<file path="src/rtl/spi_status_reader.sv">
module spi_status_reader #(
  parameter int ADDR_W = 5,
  parameter int DATA_W = 8
) (
  input  logic              clk,
  input  logic              rst_n,
  input  logic              sclk,
  input  logic              mosi,
  input  logic              cs_n,
  output logic              miso,
  input  logic [DATA_W-1:0] status,
  output logic [ADDR_W-1:0] reg_addr,
  input  logic [DATA_W-1:0] reg_rdata
);
  localparam int CNT_W = $clog2(DATA_W);
  localparam logic [CNT_W-1:0] LAST_BIT = CNT_W'(DATA_W - 1);

  logic [2:0] sclk_s, cs_s;
  logic [1:0] mosi_s;

  always_ff @(posedge clk or negedge rst_n)
    if (!rst_n) begin
      sclk_s <= '0;
      cs_s   <= '1;
      mosi_s <= '0;
    end else begin
      sclk_s <= {sclk_s[1:0], sclk};
      cs_s   <= {cs_s[1:0], cs_n};
      mosi_s <= {mosi_s[0], mosi};
    end

  wire cs_q    = cs_s[1];
  wire cs_fall = cs_s[2] & ~cs_s[1];
  wire s_rise  = ~sclk_s[2] & sclk_s[1];
  wire s_fall  = sclk_s[2] & ~sclk_s[1];

  logic [DATA_W-1:0] tx, rx;
  logic [CNT_W-1:0]  bitcnt;
  logic [ADDR_W-1:0] addr;
  logic              first, pending, rd_mode, data_ph;

  wire [DATA_W-1:0] rx_byte = {rx[DATA_W-2:0], mosi_s[1]};

  always_ff @(posedge clk or negedge rst_n)
    if (!rst_n) begin
      tx <= '0; rx <= '0; bitcnt <= '0; addr <= '0;
      first <= 1'b1; pending <= 1'b0; rd_mode <= 1'b0; data_ph <= 1'b0;
    end else if (cs_q) begin
      tx <= '0; bitcnt <= '0;
      first <= 1'b1; pending <= 1'b0; rd_mode <= 1'b0; data_ph <= 1'b0;
    end else if (cs_fall) begin
      tx <= status;
    end else if (s_rise) begin
      rx     <= rx_byte;
      bitcnt <= bitcnt + 1'b1;
      if (bitcnt == LAST_BIT) begin
        pending <= 1'b1;
        if (first) begin
          first   <= 1'b0;
          rd_mode <= rx_byte[DATA_W-1];
          addr    <= rx_byte[ADDR_W-1:0];
        end
      end
    end else if (s_fall) begin
      if (pending) begin
        pending <= 1'b0;
        data_ph <= 1'b1;
        tx      <= rd_mode ? reg_rdata : '0;
        if (rd_mode) addr <= addr + 1'b1;
      end else begin
        tx <= {tx[DATA_W-2:0], 1'b0};
      end
    end

  assign miso     = ~cs_q & tx[DATA_W-1];
  assign reg_addr = addr;

  // status MSB appears once select is seen low
  a_r2_status_first: assert property (@(posedge clk) disable iff (!rst_n)
    $fell(cs_q) |=> miso == $past(status[DATA_W-1]));

  // each data load steps the address with wrap
  a_r4_addr_step: assert property (@(posedge clk) disable iff (!rst_n)
    (s_fall && pending && rd_mode && !cs_q && !cs_fall)
      |=> reg_addr == ADDR_W'($past(reg_addr) + 1'b1));

  // a non-read command yields only zero bits in the data phase
  a_r6_zero_fill: assert property (@(posedge clk) disable iff (!rst_n)
    (data_ph && !rd_mode) |-> !miso);

  // deselect returns to command expectation
  a_r7_abort: assert property (@(posedge clk) disable iff (!rst_n)
    $rose(cs_q) |=> (first && bitcnt == '0 && !pending && !data_ph));

  // output quiet while deselected
  a_r8_idle_low: assert property (@(posedge clk) disable iff (!rst_n)
    (cs_q && $past(cs_q)) |-> !miso);
endmodule

</file>
<file path="config.mk">
export PLATFORM = sky130hd
export DESIGN_NAME = spi_status_reader
export DESIGN_NICKNAME = d
export VERILOG_FILES = /design/src/rtl/spi_status_reader.sv
export SDC_FILE = /design/constraint.sdc
export NUM_CORES = 1
export LEC_CHECK = 0
export BUFFER_PORTS_ARGS = -buffer_cell sky130_fd_sc_hd__buf_2
export CAP_MARGIN = 5
export CORE_MARGIN = 2
export CORE_UTILIZATION = 40
export DETAILED_ROUTE_END_ITERATION = 8
export HOLD_SLACK_MARGIN = 0.1
export SLEW_MARGIN = 15
export SYNTH_ARGS = -nofsm -noshare
export SYNTH_HDL_FRONTEND = slang
export SYNTH_SLANG_ARGS = --single-unit
</file>
<file path="constraint.sdc">
create_clock -name clk -period 1.99 [get_ports clk]
set_clock_uncertainty 0.05 [all_clocks]
set_input_delay 0.0995 -clock clk [delete_from_list [all_inputs] [get_ports clk]]
set_output_delay 0.0995 -clock clk [all_outputs]
set_load 0.1 [all_outputs]
</file>
==> out/qor.txt <==
Reg-to-reg critical path endpoint -> reg_addr[4]
Initial DRT Pass Iterations -> 4
PostCTS Resize Cnt -> 0
Worst setup path startpoint -> bitcnt[0]
Filler cells -> 378
Synth cell types -> 26
Die area -> 4593 um^2
Final Hold Fails -> 0
Max VDD drop -> 0.5498 mV
Yosys warning count -> 0
Place WS -> 0.2209 ns
Worst Hold Class -> in -> reg
Mapped cell area -> 1627 um^2
Ports -> 27
Top Metal Used -> met4
RSZ-0062 raised after global routing -> false
Max-cap violation count -> 0
Worst Setup End Kind -> flip-flop
Post-route ant nets -> 0
Nets -> 216
Synth Net Count -> 176
Avg Synthesized Cell Area -> 10.92 um^2
WL final -> 3.113 mm
Top post-synthesis cells by area -> dfrtp_1 (46%), dfstp_2 (6.5%), mux2i_1 (5.5%)
Starting Density -> 41.26%
CTS Buf Count -> 5
Die height -> 67.77 um
GPL Wtd Cong -> 0.7179
Highest clock rate -> 0.5702 GHz
Worst Path Max Fanout -> 11
Count of final setup violators -> 0
CTS tree -> yes
R2r setup slk -> 0.24 ns
Post-route minimum period -> 1.754 ns
Synth Instances -> 149
Gr usage total -> 15.39%
Initial drt markers -> 38
Area growth syn-to-layout -> 23.69%
Worst-path clk slew -> 0.07 ns
Post-DP HPWL -> 2.166 mm
Drt wl/cell -> 12.97 um
Relative slew slack -> 50.27%
Tcrit/Tclk final -> 88.13%
Vias -> 1199
Largest net degree at the start of global routing -> 35
Clk root buf -> clkbuf_8
Wire length on met1 -> 1.425 mm
IO buf count -> 26
Commonest non-fill, non-tap cells in the layout -> dfrtp_1 (30), buf_2 (26), nor2_1 (17), a21oi_1 (17), dlygate4sd3_1 (12)
Antenna violations before repair -> 0
Sequential share of the synthesized area -> 52.62%
Cell taking the most area after synthesis -> dfrtp_1
CP arrival -> 1.87 ns
Worst Reg2Reg Path Length in Cells -> 7
First-pass GRT wire length -> 5.188 mm
Setup slack after layout -> 0.2362 ns
Worst flop-to-flop path startpoint -> bitcnt[0]
WP data required -> 2.11 ns
Wire length on met2 -> 1.461 mm
Rows -> 23
Setup TNS -> 0 ns
CTS H-tree depth -> 2
Vias/cell -> 4.996
Synthesized flop and latch total -> 34
PwrDens -> 746.6 nW/um^2
N_diodes -> 0
Clk sinks -> 34
Worst Tran Pin Value -> 0.7459 ns
Core area -> 3943 um^2
Proportion of layout cells with a drive suffix above 1 -> 26.32%
CP Capture Point -> reg_addr[4]
Startpoint types -> flip-flop
Clk buf depth -> 2
Vias in the first global route -> 1207
Gr ovfl total -> 0
Outcome -> completed
CP Class -> reg -> reg
# DRC -> 0
Chip width -> 67.77 um
Commonest non-fill, non-tap cell in the layout -> dfrtp_1
Synth top area share -> 46.15%
Leakage -> 0.9697 nW
Crit-path slowest cell -> dfrtp_1
CP peak stage delay -> 0.37 ns
Clk_lat worst skew -> 0.28 ns
DR WL met3 -> 178 um
Critical path cell sequence -> ha_1 > ha_1 > mux2i_1 > nor4b_2 > buf_4 > mux2i_1 > nand3_1
Total power -> 1.502 mW
Max Slew Vio Count -> 0
layout make-up:
type	count	area (um^2)	area share [%]
sequential	34	855.8	42.54
multi-input combinational	104	714.4	35.51
timing repair buffer	42	280.3	13.93
clock buffer	7	86.33	4.291
tap	50	62.56	3.109
inverter	2	7.507	0.3731
clock inverter	1	5.005	0.2488
worst min-delay path by stage:
stage	from	to	slack, ns	cells after the start
after floorplan	rst_n	bitcnt[0]	-0.25	0
after global placement	rst_n	tx[3]	0.16	1
after detailed placement	rst_n	tx[2]	0.16	1
after CTS	reg_rdata[0]	tx[0]	0.10	4
after global routing	reg_rdata[0]	tx[0]	0.15	4
final	reg_rdata[0]	tx[0]	0.11	4
cells in the mapped netlist:
| library cell | number |
|---|---|
| dfrtp_1 | 30 |
| a21oi_1 | 17 |
| nor2_1 | 17 |
| nand3_1 | 11 |
| mux2i_1 | 9 |
| a22o_1 | 7 |
| mux2_2 | 7 |
| ha_1 | 6 |
| nor2b_1 | 6 |
| and2b_1 | 5 |
| clkbuf_1 | 4 |
| dfstp_2 | 4 |
| nor3_1 | 4 |
| buf_2 | 3 |
| nand2_1 | 3 |
| a21o_1 | 2 |
| and2_1 | 2 |
| inv_1 | 2 |
| nand2b_1 | 2 |
| nand3b_1 | 2 |
| a32oi_1 | 1 |
| buf_4 | 1 |
| buf_6 | 1 |
| nor2_4 | 1 |
| nor4b_2 | 1 |
| xnor2_1 | 1 |
timing repair:
action | in CTS | in global routing
hold buffers | 12 | 0
endpoints found under the setup margin | 0 | 0
buffers inserted | 0 | 0
hold endpoints to repair | 41 | 0
per-stage QoR:
| stage | area (um^2) | utilization, % | hold slack (ns) | cells |
|---|---|---|---|---|
| 6_report | 2012 | 51.03 | 0.1105 | 240 |
| 5_1_grt | 2012 | 51.03 | 0.1521 | 240 |
| 4_1_cts | 2012 | 51.03 | 0.1046 | 240 |
| 3_5_place_dp | 1800 | 45.67 | 0.1556 | 220 |
| 3_3_place_gp | 1800 | 45.67 | 0.1558 | 220 |
| 2_1_floorplan | 1627 | - | -0.2461 | 149 |
cell families (layout without fill, tap and decap cells):
family	count (synthesis)	count (layout)	synth area share (%)
buffers and inverters	11	52	3.461
muxes	16	16	10.39
AOI/OAI and AO/OA	27	27	10.46
and+or+nand+nor	54	54	17.92
xor gates and xnor gates	1	1	0.5386
DFF	34	34	52.62
adders and majority gates	6	6	4.615
per-layer routing:
metal / GRT usage, % / vias to the layer above
met3: 4.500 / 5
met2: 27.45 / 34
li1: - / 595
met1: 17.16 / 565
met5: 0 / -
met4: 6.000 / 0
registers in the layout, summed over array words and instances (netlist names), 2 cells and up:
register,count
reg_addr,5
rx,7
bitcnt,3
mosi_s,2
cs_s,3
sclk_s,3
tx,8
power by group:
part | internal, mW | switching (mW)
clock network | 0.279 | 0.237
registers | 0.754 | 0.0434
logic | 0.100 | 0.0885
total | 1.13 | 0.369
worst max-delay path, delay by kind of cell, from the launching register on:
family | cells | cell delay (ns)
adder cells (fa/ha/maj) | 2 | 0.38
buffers and inverters | 1 | 0.23
flip-flops | 1 | 0.37
multiplexers | 2 | 0.31
AND/OR/NAND/NOR | 2 | 0.31
No activity file was read; power rests on OpenSTA's default activity.
